**src/rtl/pio_irq_pkg.sv**
```systemverilog
package pio_irq_pkg;
  localparam int unsigned STAT_W = 2;

  typedef struct packed {
    logic en_set;
    logic dis;
    logic clr;
  } pio_cmd_t;
endpackage

```
**src/rtl/pio_pin_sync.sv**
```systemverilog
module pio_pin_sync #(
  parameter int unsigned NUM_SRC     = 2,
  parameter int unsigned SYNC_STAGES = 2
) (
  input  logic               clk,
  input  logic               rst,
  input  logic [NUM_SRC-1:0] pin_in,
  output logic [NUM_SRC-1:0] rise
);
  localparam int unsigned LAST = SYNC_STAGES - 1;

  for (genvar g = 0; g < NUM_SRC; g++) begin : g_src
    logic [SYNC_STAGES-1:0] chain_q;
    logic                   prev_q;

    always_ff @(posedge clk) begin
      if (rst) begin
        chain_q <= '0;
        prev_q  <= 1'b0;
      end else begin
        chain_q <= {chain_q[SYNC_STAGES-2:0], pin_in[g]};
        prev_q  <= chain_q[LAST];
      end
    end

    assign rise[g] = chain_q[LAST] & ~prev_q;
  end
endmodule

```
**src/rtl/pio_host_decode.sv**
```systemverilog
module pio_host_decode
  import pio_irq_pkg::*;
#(
  parameter int unsigned ADDR_W  = 4,
  parameter int unsigned EN_OFS  = 11,
  parameter int unsigned CLR_OFS = 15
) (
  input  logic [ADDR_W-1:0] host_addr,
  input  logic              host_wr,
  input  logic              host_rd,
  output pio_cmd_t          cmd
);
  localparam logic [ADDR_W-1:0] EN_A  = EN_OFS[ADDR_W-1:0];
  localparam logic [ADDR_W-1:0] CLR_A = CLR_OFS[ADDR_W-1:0];

  logic hit_en;
  logic hit_clr;

  always_comb begin
    hit_en     = (host_addr == EN_A);
    hit_clr    = (host_addr == CLR_A);
    cmd.en_set = host_wr & hit_en;
    cmd.dis    = host_rd & hit_en & ~cmd.en_set;
    cmd.clr    = host_wr & hit_clr;
  end
endmodule

```
**src/rtl/pio_irq_state.sv**
```systemverilog
module pio_irq_state
  import pio_irq_pkg::*;
(
  input  logic     clk,
  input  logic     rst,
  input  pio_cmd_t cmd,
  input  logic     any_rise,
  output logic     en_q,
  output logic     pend_q
);
  always_ff @(posedge clk) begin
    if (rst) begin
      en_q   <= 1'b0;
      pend_q <= 1'b0;
    end else begin
      if (cmd.en_set)   en_q <= 1'b1;
      else if (cmd.dis) en_q <= 1'b0;

      if (!en_q || cmd.dis) pend_q <= 1'b0;
      else if (any_rise)    pend_q <= 1'b1;
      else if (cmd.clr)     pend_q <= 1'b0;
    end
  end
endmodule

```
**src/rtl/pio_edge_irq.sv**
```systemverilog
module pio_edge_irq
  import pio_irq_pkg::*;
#(
  parameter int unsigned NUM_SRC     = 2,
  parameter int unsigned SYNC_STAGES = 2,
  parameter int unsigned ADDR_W      = 4,
  parameter int unsigned EN_OFS      = 11,
  parameter int unsigned CLR_OFS     = 15
) (
  input  logic               clk,
  input  logic               rst,
  input  logic [NUM_SRC-1:0] pin_in,
  input  logic [ADDR_W-1:0]  host_addr,
  input  logic               host_wr,
  input  logic               host_rd,
  output logic               irq_req,
  output logic [STAT_W-1:0]  status
);
  logic [NUM_SRC-1:0] rise;
  logic               any_rise;
  pio_cmd_t           cmd;
  logic               en_q;
  logic               pend_q;

  pio_pin_sync #(
    .NUM_SRC    (NUM_SRC),
    .SYNC_STAGES(SYNC_STAGES)
  ) u_sync (
    .clk   (clk),
    .rst   (rst),
    .pin_in(pin_in),
    .rise  (rise)
  );

  assign any_rise = |rise;

  pio_host_decode #(
    .ADDR_W (ADDR_W),
    .EN_OFS (EN_OFS),
    .CLR_OFS(CLR_OFS)
  ) u_dec (
    .host_addr(host_addr),
    .host_wr  (host_wr),
    .host_rd  (host_rd),
    .cmd      (cmd)
  );

  pio_irq_state u_state (
    .clk     (clk),
    .rst     (rst),
    .cmd     (cmd),
    .any_rise(any_rise),
    .en_q    (en_q),
    .pend_q  (pend_q)
  );

  assign irq_req = pend_q;
  assign status  = {pend_q, en_q};
endmodule

```
**config.mk**
```make
export PLATFORM = sky130hd
export DESIGN_NAME = pio_edge_irq
export DESIGN_NICKNAME = d
export VERILOG_FILES = /design/src/rtl/pio_irq_pkg.sv /design/src/rtl/pio_pin_sync.sv /design/src/rtl/pio_host_decode.sv /design/src/rtl/pio_irq_state.sv /design/src/rtl/pio_edge_irq.sv
export SDC_FILE = /design/constraint.sdc
export NUM_CORES = 1
export LEC_CHECK = 0
export BUFFER_PORTS_ARGS = -buffer_cell sky130_fd_sc_hd__buf_2
export CORE_AREA = 2 2 39 41
export CTS_BUF_LIST = sky130_fd_sc_hd__clkbuf_4 sky130_fd_sc_hd__clkbuf_8 sky130_fd_sc_hd__clkbuf_16
export CTS_CLUSTER_SIZE = 24
export DETAILED_ROUTE_END_ITERATION = 10
export DIE_AREA = 0 0 41 43
export GPL_TIMING_DRIVEN = 1
export PLACE_DENSITY = 0.47
export SYNTH_ARGS = -nofsm -noshare
export SYNTH_HDL_FRONTEND = slang
export SYNTH_SLANG_ARGS = --single-unit
```
**constraint.sdc**
```tcl
create_clock -name clk -period 0.8 [get_ports clk]
set_input_delay 0.04 -clock clk [delete_from_list [all_inputs] [get_ports clk]]
set_output_delay 0.04 -clock clk [all_outputs]
set_load 0.01 [all_outputs]
```
; ---- Word level (Yosys, flattened, before mapping)
; Index checks and enable logic that the tools add are counted.
[totals]
in_bits = 10
out_inout_bits = 3
romBits = 0
mem_bits_rw = 0
memories = 0
latchBits = 0
elab_cells = 27
ff_bits = 8
[classes]
bitwise = 9
shifts = 0
reduce_logical = 6
n_eq_ne = 2
n_mux = 4
multipliers = 0
addsub = 0
div = 0
magnitude_cmp = 0
[ops]
columns = op, n
row1 = $eq 4x4->1 const B, 2
row2 = $and 1x1->1, 6
row3 = $mux 1, 4
row4 = $reduce_bool 2->1, 2
row5 = $reduce_or 2->1, 2
row6 = $not 1->1, 3
row7 = $logic_not 1->1, 1
row8 = $logic_or 1x1->1, 1

; ---- Depth between registers and ports, before layout
[depth]
depth_word = 6
depth_mapped = 3
ltp_nobuf = 3

; ---- Cells and area by module
; A second synthesis with hierarchy kept.
[hier_totals]
hier_cells = 31
area_unflattened_um2 = 306.5
[by_module_without_submodules]
columns = module, area_each_um2, seq_area_each_um2, n_inst, cells_per_inst
row1 = pio_pin_sync, 170.2, 120.1, 1, 14
row2 = pio_irq_state, 77.6, 40.0, 1, 8
row3 = pio_host_decode, 37.5, 0.0, 1, 6
row4 = pio_edge_irq, 21.3, 0.0, 1, 3

; ---- Worst setup path after synthesis
; No wires, ideal clock.
[synth_timing]
path_kind = register to register
from = register u_state.pend_q (netlist name)
to = register u_state.pend_q
setup_time_ps = 86
t_required_ps = 714
stages_incl_launch_ff = 3
slack_ps = 44
arrival_time_ps = 670
path_buffers = 0
period_less_slack_ps = 756
cell_sequence = dfxtp_1 -> o21ai_1 -> a221oi_2
[synth_rtl]
columns = element, line
row1 = "end signal, assigned", pio_irq_state.sv:14  ; pend_q <= 1'b0;
row2 = "end signal, assigned", pio_irq_state.sv:19  ; if (!en_q || cmd.dis) pend_q <= 1'b0;
row3 = "end signal, assigned", pio_irq_state.sv:20  ; else if (any_rise) pend_q <= 1'b1;
row4 = "end, declared", pio_irq_state.sv:9  ; output logic pend_q

; ---- Worst setup path in the final report
[layout_timing]
from = register u_state.en_q
to = output status[0]
[layout_rtl]
columns = element, line
row1 = "start, declared", pio_irq_state.sv:8  ; output logic en_q,
row2 = "start signal, assigned", pio_irq_state.sv:13  ; en_q <= 1'b0;
row3 = "start signal, assigned", pio_irq_state.sv:16  ; if (cmd.en_set) en_q <= 1'b1;
row4 = "start signal, assigned", pio_irq_state.sv:17  ; else if (cmd.dis) en_q <= 1'b0;
row5 = "end, declared", pio_edge_irq.sv:17  ; output logic [STAT_W-1:0] status
; No word-level cell between the ends.

==> flow_summary.ini <==
[yosys]
syn_avg_cell_area_um2 = 9.88
synth_seq_cells = 8
seq_area_frac_synth_pct = 54.0
synth_warnings = 0
synth_cell_types = 15
synth_area_leaders = dfxtp_1, nor2b_1, a221oi_2
yosys.area.top_type_share_pct = 54.0
syn_nets = 40
netlist_area_um2 = 297
synth_area_leader_cell = dfxtp_1
synth_cells = 30

[floorplan]
die_w_um = 41
initial_core_util_pct = 21.4
placementRows = 14
coreArea_um2 = 1380
dieArea_um2 = 1760
die_h_um = 43
ios = 13

[global_route]
track_usage_pct = 6.86
grt_util_met2_pct = 9.69
grt_first_pass_wirelength_um = 745
grt_pass1_vias = 209
grt_max_degree = 9
gr-max-usage-layer = met2
met1_usage_pct = 6.21
grt_overflow = 0
use_met3_pct = 7.85
antenna_found_initial = 0

[drt]
firstDrtPassIters = 1
wl_um = 493
drc_errors = 0
vias = 244
first_iter_violations = 0
vias_per_cell = 4.00
wl_per_cell_um = 8.08
ant_nets = 0

[worst_hold_path]
whs_path_depth = 2
hp-class = in -> reg

[sta]
final.setup.tns_ns = 0
whs_ns = 0.0322
setup_viol = 0
min_period_over_period_pct = 93.6
max_freq_ghz = 1.33
fin_skew_ns = 0.00517
grt_setup_unrepaired = false
fin_crit_ns = 0.749
slew_viol_final = 0
hold_viol = 0
worst_pin_slew_ns = 0.191
max_slew_margin_pct = 87.2

[critical_path]
critPathTopFamily = flip-flops
crit_arrival_ns = 0.71
max_stage_delay_ns = 0.33
critical-path-slowest-cell = dfxtp_2
cp-end-kind = primary output
cp_num_cells = 1
required_ns = 0.76
r2r_cells = 3
worst-path-buf-inv = 1
cp_cell_sequence = buf_2
crit_type = reg -> out
startpoint_type = flip-flop
cp_max_fo = 3

[clock_network]
clkSinkCount = 8
clk_latency_ns = 0.25
path_clk_slew_ns = 0.06
cts_buffers = 3
cts.path.max_buffers = 2
post_cts_buffers = 0
cts-root-buf = clkbuf_4
h-tree-depth = 1
cts_tree = built

[power]
peakVddDrop_mv = 1.00
power.total_uw = 786
power_density_nw_per_um2 = 1930
leakagePower_nw = 0.176

[layout]
drive_gt1_share_pct = 40.0
multi_input_area_um2 = 110
fillCellCount = 143
seqCellArea_um2 = 163
nNetsFinal = 57
layoutNonFillerInstCount = 61
post-route-util_pct = 29.4
syn2layout_area_growth_pct = 37.1
diodes = 0

[status]
status = complete, no violations

[placement]
gp_congestion = 0.580
dp_hpwl_um = 362
place_inst = 56
portBuffers = 12

[run]
maxCapViolCount = 0
[layout make-up]
class                      count  share of cell area, %
tap                           16                   4.92
multi-input combinational     17                   27.1
timing repair buffer          14                   19.7
clock buffer                   3                   5.54
sequential                     8                   40.0
inverter                       3                   2.77
[path summary, 6_finish.rpt]
kind | to | slack [ns] | startpoint
hold reg to reg | u_sync.g_src[0].chain_q[1] | 0.43 | u_sync.g_src[0].chain_q[0]
setup reg to reg | u_state.pend_q | 0.06 | u_sync.g_src[0].prev_q
hold / removal | u_state.en_q | 0.03 | rst
setup / recovery | status[0] | 0.05 | u_state.en_q
[kinds of logic (layout without fill, tap and decap cells)]
kind of cell    count (synthesis)  after routing  share of synthesized area [%]
simple gates                   12             12                           23.6
compound gates                  5              5                           13.5
buf+inv                         5             20                           8.86
flops                           8              8                           54.0
[metrics by stage]
step | cell area [um2] | setup WS [ns]
after global placement | 362 | 0.0894
final | 407 | 0.0509
after floorplan | 297 | 0.0435
after detailed placement | 362 | 0.0736
after global routing | 407 | 0.0157
after CTS | 404 | 0.00896
[cell usage after synthesis]
library cell  n
nor2_1        1
buf_4         2
o31ai_1       1
nand2_1       2
nand2b_1      1
and4b_1       1
o21ai_1       1
a221oi_2      1
inv_1         2
nand3_1       1
a21oi_1       1
clkinv_1      1
dfxtp_1       8
nor2b_1       6
a22oi_1       1
[state kept, by name (all words and copies together), names as in the netlist]
signal                flops
u_state.en_q              1
u_state.pend_q            1
u_sync.g_src.chain_q      4
u_sync.g_src.prev_q       2
[timing repair]
item                                    4_1_cts  5_1_grt
hold endpoints to repair                      2        0
hold buffers                                  2        0
endpoints found under the setup margin        0        3
gates resized for setup                       0        2
[power breakdown]
| part | internal, mW | switching, mW | leakage (nW) |
|---|---|---|---|
| logic | 0.0364 | 0.0260 | 0.0954 |
| registers | 0.412 | 0.00377 | 0.0665 |
| clock network | 0.172 | 0.136 | 0.0138 |
[cell usage in the layout, fill, tap and decap left out]
master / netlist / routed
dfxtp_1: 8 / 6
a21oi_1: 1 / 1
clkinv_1: 1 / 1
nand2b_1: 1 / 1
o31ai_1: 1 / 1
clkbuf_4: 0 / 3
a22oi_1: 1 / 1
o21ai_1: 1 / 1
dlygate4sd3_1: 0 / 2
nand3_1: 1 / 1
a221oi_2: 1 / 1
nand2_1: 2 / 2
buf_2: 0 / 12
and4b_1: 1 / 1
nor2b_1: 6 / 6
nor2_1: 1 / 1
dfxtp_2: 0 / 2
inv_1: 2 / 2
[layer usage]
| metal | share of wire [%] | vias up |
|---|---|---|
| met5 | 0 | - |
| met4 | 0 | 0 |
| met3 | 17 | 0 |
| met2 | 36 | 16 |
| met1 | 47 | 101 |
| li1 | - | 127 |
(Power assumes the default switching activity.)
